**src/rtl/pci_id_pkg.sv**
```systemverilog
package pci_id_pkg;
  localparam int unsigned EE_DW = 16;

  typedef enum logic [1:0] {FS_WA, FS_WB, FS_WC, FS_DONE} fetch_st_e;

  typedef struct packed {
    logic [15:0] dev_id;
    logic [7:0]  rev_id;
    logic [15:0] sub_id;
    logic [15:0] sub_vid;
  } id_fields_t;
endpackage

```
**src/rtl/id_fetch_seq.sv**
```systemverilog
module id_fetch_seq
  import pci_id_pkg::*;
#(
  parameter int unsigned EE_AW  = 6,
  parameter int unsigned ADDR_A = 'hA,
  parameter int unsigned ADDR_B = 'hB,
  parameter int unsigned ADDR_C = 'hC
) (
  input  logic             clk_i,
  input  logic             rst_ni,
  output logic             ee_req_o,
  output logic [EE_AW-1:0] ee_addr_o,
  input  logic             ee_ack_i,
  input  logic [EE_DW-1:0] ee_data_i,
  output logic [EE_DW-1:0] word_a_o,
  output logic [EE_DW-1:0] word_b_o,
  output logic [EE_DW-1:0] word_c_o,
  output logic             done_o
);
  fetch_st_e        state_q;
  logic [EE_DW-1:0] word_a_q, word_b_q, word_c_q;
  logic             more_words;

  // extended load needs words B and C
  assign more_words = (ee_data_i[15:14] == 2'b01) && ee_data_i[13];

  always_ff @(posedge clk_i or negedge rst_ni) begin
    if (!rst_ni) begin
      state_q  <= FS_WA;
      word_a_q <= '0;
      word_b_q <= '0;
      word_c_q <= '0;
    end else if (ee_ack_i) begin
      unique case (state_q)
        FS_WA: begin
          word_a_q <= ee_data_i;
          state_q  <= more_words ? FS_WB : FS_DONE;
        end
        FS_WB: begin
          word_b_q <= ee_data_i;
          state_q  <= FS_WC;
        end
        FS_WC: begin
          word_c_q <= ee_data_i;
          state_q  <= FS_DONE;
        end
        default: state_q <= FS_DONE;
      endcase
    end
  end

  always_comb begin
    unique case (state_q)
      FS_WB:   ee_addr_o = EE_AW'(ADDR_B);
      FS_WC:   ee_addr_o = EE_AW'(ADDR_C);
      default: ee_addr_o = EE_AW'(ADDR_A);
    endcase
  end

  assign ee_req_o = (state_q != FS_DONE);
  assign done_o   = (state_q == FS_DONE);
  assign word_a_o = word_a_q;
  assign word_b_o = word_b_q;
  assign word_c_o = word_c_q;

  p_ext_path_r1: assert property (@(posedge clk_i) disable iff (!rst_ni)
    (ee_req_o && ee_addr_o == EE_AW'(ADDR_B)) |-> (word_a_q[15:13] == 3'b011));
  p_done_sticky_r3: assert property (@(posedge clk_i) disable iff (!rst_ni)
    done_o |=> done_o);
  p_word_hold_r3: assert property (@(posedge clk_i) disable iff (!rst_ni)
    done_o |=> ($stable(word_a_q) && $stable(word_b_q) && $stable(word_c_q)));
endmodule

```
**src/rtl/id_field_decode.sv**
```systemverilog
module id_field_decode
  import pci_id_pkg::*;
#(
  parameter logic [15:0] DEV_ID     = 16'h1229,
  parameter logic [15:0] ALT_DEV_ID = 16'h1029,
  parameter logic [7:0]  REV_ID     = 8'h08
) (
  input  logic [EE_DW-1:0] word_a_i,
  input  logic [EE_DW-1:0] word_b_i,
  input  logic [EE_DW-1:0] word_c_i,
  output id_fields_t       fields_o
);
  logic sig_ok, ext;

  assign sig_ok = (word_a_i[15:14] == 2'b01);
  assign ext    = sig_ok && word_a_i[13];

  always_comb begin
    fields_o.dev_id  = (ext && !word_a_i[7]) ? ALT_DEV_ID : DEV_ID;
    fields_o.rev_id  = ext ? {REV_ID[7:3], word_a_i[10:8]} : REV_ID;
    fields_o.sub_id  = ext ? word_b_i : 16'h0000;
    fields_o.sub_vid = ext ? word_c_i : 16'h0000;
  end
endmodule

```
**src/rtl/cfg_hdr_port.sv**
```systemverilog
module cfg_hdr_port
  import pci_id_pkg::*;
#(
  parameter int unsigned IDX_W     = 6,
  parameter logic [15:0] VENDOR_ID = 16'h8086,
  parameter logic [7:0]  CAP_PTR   = 8'hDC,
  parameter logic [7:0]  INT_PIN   = 8'h01,
  parameter logic [7:0]  MIN_GNT   = 8'h08,
  parameter logic [7:0]  MAX_LAT   = 8'h00
) (
  input  logic             clk_i,
  input  logic             rst_ni,
  input  logic             load_done_i,
  input  id_fields_t       fields_i,
  input  logic             cfg_valid_i,
  input  logic             cfg_write_i,
  input  logic [IDX_W-1:0] cfg_idx_i,
  input  logic [31:0]      cfg_wdata_i,
  output logic             cfg_ack_o,
  output logic             cfg_retry_o,
  output logic [31:0]      cfg_rdata_o
);
  localparam logic [IDX_W-1:0] IDX_ID   = IDX_W'(0);
  localparam logic [IDX_W-1:0] IDX_REV  = IDX_W'(2);
  localparam logic [IDX_W-1:0] IDX_SUB  = IDX_W'(11);
  localparam logic [IDX_W-1:0] IDX_CAP  = IDX_W'(13);
  localparam logic [IDX_W-1:0] IDX_INTR = IDX_W'(15);

  logic        ack_q, retry_q, accept, line_we;
  logic [31:0] rdata_q, rd_mux;
  logic [7:0]  int_line_q;

  assign accept  = cfg_valid_i && load_done_i;
  assign line_we = accept && cfg_write_i && (cfg_idx_i == IDX_INTR);

  always_comb begin
    rd_mux = '0;
    if (cfg_idx_i == IDX_ID)        rd_mux = {fields_i.dev_id, VENDOR_ID};
    else if (cfg_idx_i == IDX_REV)  rd_mux = {24'h0, fields_i.rev_id};
    else if (cfg_idx_i == IDX_SUB)  rd_mux = {fields_i.sub_id, fields_i.sub_vid};
    else if (cfg_idx_i == IDX_CAP)  rd_mux = {24'h0, CAP_PTR};
    else if (cfg_idx_i == IDX_INTR) rd_mux = {MAX_LAT, MIN_GNT, INT_PIN, int_line_q};
  end

  always_ff @(posedge clk_i or negedge rst_ni) begin
    if (!rst_ni) begin
      ack_q      <= 1'b0;
      retry_q    <= 1'b0;
      rdata_q    <= '0;
      int_line_q <= '0;
    end else begin
      ack_q   <= accept;
      retry_q <= cfg_valid_i && !load_done_i;
      rdata_q <= (accept && !cfg_write_i) ? rd_mux : '0;
      if (line_we) int_line_q <= cfg_wdata_i[7:0];
    end
  end

  assign cfg_ack_o   = ack_q;
  assign cfg_retry_o = retry_q;
  assign cfg_rdata_o = rdata_q;

  p_retry_early_r2: assert property (@(posedge clk_i) disable iff (!rst_ni)
    (cfg_valid_i && !load_done_i) |=> (cfg_retry_o && !cfg_ack_o && cfg_rdata_o == '0));
  p_one_resp_r13: assert property (@(posedge clk_i) disable iff (!rst_ni)
    !(cfg_ack_o && cfg_retry_o));
  p_no_spurious_r13: assert property (@(posedge clk_i) disable iff (!rst_ni)
    !cfg_valid_i |=> (!cfg_ack_o && !cfg_retry_o));
  p_line_hold_r10: assert property (@(posedge clk_i) disable iff (!rst_ni)
    !(cfg_valid_i && cfg_write_i && load_done_i) |=> $stable(int_line_q));
endmodule

```
**src/rtl/pci_id_loader.sv**
```systemverilog
module pci_id_loader
  import pci_id_pkg::*;
#(
  parameter int unsigned EE_AW      = 6,
  parameter int unsigned IDX_W      = 6,
  parameter logic [15:0] VENDOR_ID  = 16'h8086,
  parameter logic [15:0] DEV_ID     = 16'h1229,
  parameter logic [15:0] ALT_DEV_ID = 16'h1029,
  parameter logic [7:0]  REV_ID     = 8'h08,
  parameter logic [7:0]  MAX_LAT    = 8'h00
) (
  input  logic             clk_i,
  input  logic             rst_ni,
  output logic             ee_req_o,
  output logic [EE_AW-1:0] ee_addr_o,
  input  logic             ee_ack_i,
  input  logic [15:0]      ee_data_i,
  output logic             load_done_o,
  input  logic             cfg_valid_i,
  input  logic             cfg_write_i,
  input  logic [IDX_W-1:0] cfg_idx_i,
  input  logic [31:0]      cfg_wdata_i,
  output logic             cfg_ack_o,
  output logic             cfg_retry_o,
  output logic [31:0]      cfg_rdata_o
);
  logic [EE_DW-1:0] word_a, word_b, word_c;
  logic             done;
  id_fields_t       fields;

  id_fetch_seq #(.EE_AW(EE_AW)) i_fetch (
    .clk_i, .rst_ni, .ee_req_o, .ee_addr_o, .ee_ack_i, .ee_data_i,
    .word_a_o(word_a), .word_b_o(word_b), .word_c_o(word_c), .done_o(done)
  );

  id_field_decode #(.DEV_ID(DEV_ID), .ALT_DEV_ID(ALT_DEV_ID), .REV_ID(REV_ID)) i_decode (
    .word_a_i(word_a), .word_b_i(word_b), .word_c_i(word_c), .fields_o(fields)
  );

  cfg_hdr_port #(.IDX_W(IDX_W), .VENDOR_ID(VENDOR_ID), .MAX_LAT(MAX_LAT)) i_port (
    .clk_i, .rst_ni, .load_done_i(done), .fields_i(fields),
    .cfg_valid_i, .cfg_write_i, .cfg_idx_i, .cfg_wdata_i,
    .cfg_ack_o, .cfg_retry_o, .cfg_rdata_o
  );

  assign load_done_o = done;

  p_req_vs_done_r3: assert property (@(posedge clk_i) disable iff (!rst_ni)
    ee_req_o != load_done_o);
endmodule

```
**config.mk**
```make
export PLATFORM = sky130hd
export DESIGN_NAME = pci_id_loader
export DESIGN_NICKNAME = d
export VERILOG_FILES = /design/src/rtl/pci_id_pkg.sv /design/src/rtl/id_fetch_seq.sv /design/src/rtl/id_field_decode.sv /design/src/rtl/cfg_hdr_port.sv /design/src/rtl/pci_id_loader.sv
export SDC_FILE = /design/constraint.sdc
export NUM_CORES = 1
export LEC_CHECK = 0
export BUFFER_PORTS_ARGS = -buffer_cell sky130_fd_sc_hd__buf_2
export CORE_ASPECT_RATIO = 0.6
export CORE_MARGIN = 2
export CORE_UTILIZATION = 46
export DETAILED_ROUTE_END_ITERATION = 10
export PLACE_DENSITY = 0.76
export SLEW_MARGIN = 30
export SYNTH_ARGS = -nofsm -noshare
export SYNTH_HDL_FRONTEND = slang
export SYNTH_SLANG_ARGS = --single-unit
```
**constraint.sdc**
```tcl
create_clock -name clk_i -period 1.5 [get_ports clk_i]
set_input_delay 0.3 -clock clk_i [delete_from_list [all_inputs] [get_ports clk_i]]
set_output_delay 0.3 -clock clk_i [all_outputs]
set_load 0.03 [all_outputs]
```
== After elaboration in Yosys (flattened, before gate mapping) ==
Index checks and enable logic that the tools add are counted.
Widths: inputs -> output; s select.

* Input bits: 59
* Logic and storage cells: 47
* Register bits after elaboration: 92
* Output and inout bits: 42

* Equality and inequality tests: 10
* Multiplexer cells: 13
* Reduce and logical (&&, ||, !) cells: 16

{| class="wikitable"
|+ Operators with widths
! operator !! number
|-
| $mux 32 || 5
|-
| $mux 16 || 2
|-
| $mux 20 || 1
|-
| $eq 6x4->1 const B || 3
|-
| $mux 10 || 1
|-
| $logic_and 1x1->1 || 8
|-
| $eq 2x1->1 const B || 3
|-
| $eq 6x2->1 const B || 1
|-
| $logic_not 6->1 || 1
|-
| $pmux 3 s2 || 1
|-
| $reduce_and 2->1 || 3
|-
| $eq 2x2->1 const B || 2
|-
| $pmux 2 s2 || 1
|-
| $logic_not 1->1 || 3
|-
| $mux 3 || 1
|-
| $logic_not 2->1 || 1
|-
| $mux 2 || 1
|-
| $ne 2x2->1 const B || 1
|}

== Logic depth before layout (Yosys ltp) ==
* Depth after elaboration: 7
* Depth in mapped cells: 6
* Depth with buffers taken out: 3

== By module ==
A second synthesis with hierarchy kept.

* Cell total of the unflattened synthesis: 333
* Area, all modules: 4370.4 sq um

{| class="wikitable"
|+ Modules (own cells, without submodules)
! module !! cells an instance !! area an instance (sq um) !! times used !! sequential area each (sq um)
|-
| id_fetch_seq || 119 || 1964.4 || 1 || 1251.2
|-
| cfg_hdr_port || 147 || 1841.8 || 1 || 1051.0
|-
| id_field_decode || 67 || 564.3 || 1 || 0.0
|}

== Worst setup path after synthesis ==
OpenSTA, ideal clock, no wires.

* Kind: reg-to-reg
* From: register i_fetch.state_q[0]
* To: register i_fetch.word_c_q[10] (netlist: i_fetch.word_c_o[10])
* Data arrival time: 1.808 ns
* Slack: -0.432 ns
* Path buffers: 2
* Stages on the path, launching flop included: 6
* Cells stage by stage: dfrtp_1 > buf_2 > nor2b_1 > nand2_1 > buf_2 > mux2_2

* Word-level cells in the longest chain between the ends: 2

{| class="wikitable"
|+ Ends and longest elaborated chain
! what !! line !! source
|-
| start: declaration || id_fetch_seq.sv:20 || <nowiki>fetch_st_e state_q;</nowiki>
|-
| start signal: assignment || id_fetch_seq.sv:37 || <nowiki>state_q <= more_words ? FS_WB : FS_DONE;</nowiki>
|-
| $eq 2x2->1 || id_fetch_seq.sv:34 || <nowiki>unique case (state_q)</nowiki>
|-
| $reduce_and 2->1 (no line) || - ||
|-
| end signal: assignment || id_fetch_seq.sv:44 || <nowiki>word_c_q <= ee_data_i;</nowiki>
|-
| end: declaration || id_fetch_seq.sv:21 || <nowiki>logic [EE_DW-1:0] word_a_q, word_b_q, word_c_q;</nowiki>
|}

No other way between the ends.
A chain may end at the register's enable or synchronous reset.

== Worst setup path in the final report ==
* From: register i_fetch.state_q[0]
* To: output ee_addr_o[1]

* Word-level cells in the longest chain between the ends: 2
* Elaborated cells on any way between the ends: 3
* Those cells by class: 2 x eq/ne; 1 x mux

{| class="wikitable"
|+ Ends and longest elaborated chain
! what !! line !! source
|-
| $eq 2x2->1 / $eq 2x1->1 (equally long branches) || id_fetch_seq.sv:53 || <nowiki>unique case (state_q)</nowiki>
|-
| $pmux 3 s2 (*) || id_fetch_seq.sv:53 ||
|-
| end: declaration || pci_id_loader.sv:15 || <nowiki>output logic [EE_AW-1:0] ee_addr_o,</nowiki>
|}

Mark *: on every way between the ends. The rest lies on a longest branch, timed or not.

==> flow_summary.json <==
{
  "num_rows": 23,
  "max_slew_margin_pct": 63.14,
  "endpoint_kind": "output port",
  "hold_ws_ns": 0.1954,
  "powerDensity_nw_per_um2": 1189,
  "crit_top_cell": "buf_6",
  "antenna_found_initial": 1,
  "grt.overflow.total": 0,
  "synth-seq-area-share_pct": 62.76,
  "critical_path_class": "reg -> out",
  "layout.cells.non_filler": 425,
  "core_area_um2": 6820,
  "synth_top_area_share_pct": 62.76,
  "period_share_pct": 98.49,
  "die_h_um": 69.70,
  "seqCellArea_um2": 2077,
  "rsz0062_at_grt": "true",
  "clockPowerShare_pct": 44.8,
  "dpl.hpwl_um": 5194,
  "multiInputGateArea_um2": 1154,
  "ys_types": 38,
  "synth_edf_count": 0,
  "grt_usage_pct": 19.67,
  "syn_area_um2": 3309,
  "vias": 2321,
  "vias_per_cell": 5.461,
  "internal-power_w": 0.004039,
  "place_congestion": 0.8590,
  "vdd_ir_drop_max_mv": 0.6870,
  "grt_first_pass_wirelength_um": 11830,
  "ant_nets": 0,
  "cp_max_fo": 7,
  "critPathLaunchType": "register",
  "tns_ns": 0,
  "route.detailed.wl_per_inst_um": 16.66,
  "num_antenna_cells": 0,
  "clock-sinks": 83,
  "slew_viol_final": 0,
  "nFillCells": 546,
  "seq_power_share_pct": 48.2,
  "hold_path.class": "in -> reg",
  "syn_inst": 243,
  "numCtsBuffers": 9,
  "finalNetCount": 395,
  "synth_ff_type": "dfrtp_1",
  "dieWidth_um": 113.5,
  "finalWirelength_um": 7081,
  "numPortBuffers": 73,
  "htree_levels": 3,
  "tightest_slew_ns": 0.5529,
  "synth_commonest_cells": "83 x dfrtp_1, 46 x mux2_2, 19 x and2_1, 14 x nand4_1, 8 x buf_2",
  "path_cells": "buf_6, nor2b_4, inv_1, buf_6",
  "syn_area_per_cell_um2": 13.62,
  "area_growth_pct": 29.53,
  "clk_pin_slew_ns": 0.06,
  "ys_top_cells_by_area": "dfrtp_1 63%, mux2_2 16%, and2_1 3.6%",
  "postSynth.asyncResetShare_pct": 100.0,
  "final_layout_size_suffix_gt1_share_pct": 48.82,
  "ys_ff_latch": 83,
  "period_needed_ns": 1.477,
  "die-area_um2": 7911,
  "grt_max_degree": 31,
  "finClkSkew_ns": 0.005424,
  "setup_viol": 0,
  "tritoncts": "done",
  "status": "completed",
  "ios": 101,
  "final_hold_viol_count": 0,
  "cap_violations": 0,
  "p_leak_nw": 2.161,
  "p_comb_share_pct": 7.1,
  "p_sw_w": 0.001056,
  "initial_core_util_pct": 48.52,
  "grt_pass1_vias": 2340,
  "place_inst": 410,
  "slowest_delay_ns": 0.39,
  "drt_iter0_markers": 170,
  "yosys_warnings": 0,
  "drc": 0,
  "max_freq_mhz": 676.9,
  "cp_data_required_time_ns": 1.20,
  "swShare_pct": 20.73,
  "root_buffer": "clkbuf_16",
  "insertion_delay_ns": 0.33,
  "synth_largest_area_cell": "dfrtp_1",
  "slowest_stage": "dfrtp_1",
  "clock_path_buffers": 2,
  "synth_most_common_cell": "dfrtp_1",
  "first_pass_iters": 4,
  "crit_arrival_ns": 1.18
}
==> registers in the layout, indices dropped and copies added (netlist names) <==
register and flops:
i_port.cfg_ack_o 1, i_fetch.word_c_o 16, i_port.cfg_retry_o 1, i_fetch.word_b_o 16, i_port.int_line_q 8, i_port.cfg_rdata_o 32, i_fetch.state_q 2, i_fetch.word_a_o 7
==> per-layer routing <==
metal	vias to the layer above	wire (um)	part of all wire [%]	GRT usage, %
met3	9	563	8.0	8.304
met1	1166	3281	46	27.23
met4	2	44	0.62	5.962
li1	1064	-	-	-
met5	-	13	0.18	0
met2	80	3178	45	28.28
==> power groups by stage <==
stage	clock network [W]	logic [W]	registers, W
after detailed placement	0	0.000360	0.00250
final	0.00228	0.000360	0.00246
after floorplan	0	0.000195	0.00248
after global placement	0	0.000347	0.00249
after CTS	0.00232	0.000365	0.00246
after global routing	0.00243	0.000401	0.00247
==> layout make-up <==
type	count	share of cell area, %
Inverter	3	0.2627
Timing Repair Buffer	98	14.74
Tap cell	87	2.539
Clock buffer	10	5.575
Clock inverter	3	1.518
Multi-Input combinational cell	141	26.91
Sequential cell	83	48.45
==> final timing paths <==
check	from	to	slack [ns]	cells after the start
min reg2reg	i_fetch.word_c_o[9]	i_port.cfg_rdata_o[9]	0.47	1
max reg2reg	i_fetch.state_q[1]	i_port.cfg_rdata_o[14]	0.04	5
max	i_fetch.state_q[0]	ee_addr_o[1]	0.02	4
min in group asynchronous	rst_ni	i_fetch.word_b_o[6]	0.43	2
max in group asynchronous	rst_ni	i_fetch.word_c_o[1]	0.51	3
min	cfg_wdata_i[2]	i_port.int_line_q[2]	0.20	2
==> through the flow <==
stage / instance area [um^2] / util [%] / power, W / setup WS (ns)
finish: 4287 / 62.85 / 0.005095 / 0.02260
global route: 4287 / 62.85 / 0.005305 / -0.02815
CTS: 4254 / 62.37 / 0.005145 / -0.001470
detailed placement: 3930 / 57.62 / 0.002855 / -0.2046
global placement: 3930 / 57.62 / 0.002836 / -0.1538
floorplan: 3324 / - / 0.002671 / -0.006869
==> repair_timing <==
| action | 4_1_cts | 5_1_grt |
|---|---|---|
| pin swaps | 0 | 0 |
| hold buffers | 1 | 0 |
| resized for setup | 3 | 12 |
| cloned | 0 | 0 |
| buffers inserted | 0 | 1 |
| hold endpoints to repair | 26 | 0 |
| setup endpoints to repair | 2 | 36 |
==> worst max-delay path, delay by kind of cell, from the launching register on <==
family	cells	cell delay [ns]
buffers and inverters	3	0.33
flip-flops	1	0.39
AND/OR/NAND/NOR	1	0.13
==> cells by family after synthesis <==
| family | after synthesis | synth area share (%) |
|---|---|---|
| DFF | 83 | 62.76 |
| and+or+nand+nor | 67 | 12.85 |
| muxes | 47 | 15.99 |
| AOI/OAI and AO/OA | 24 | 5.028 |
| buffers and inverters | 20 | 3.138 |
| other | 2 | 0.2269 |
==> placed cells by master, fill, tap and decap left out, types with 2 or more instances in the layout <==
cell type,synthesis,layout
a2111oi_0,2,2
a211oi_1,2,2
a21oi_1,7,7
a311oi_1,5,5
and2_1,19,19
and4_1,2,2
buf_12,0,4
buf_2,8,67
buf_4,3,22
buf_6,1,3
bufinv_16,0,2
clkbuf_16,0,9
conb_1,2,3
dfrtp_1,83,83
inv_1,3,3
mux2_2,46,46
nand2_1,5,3
nand2_2,0,2
nand2b_1,2,2
nand3_1,7,7
nand4_1,14,14
nor2_1,3,3
nor3_1,3,3
o211ai_1,2,2
o21ai_0,2,2
Power figures use the tool's default switching activity.
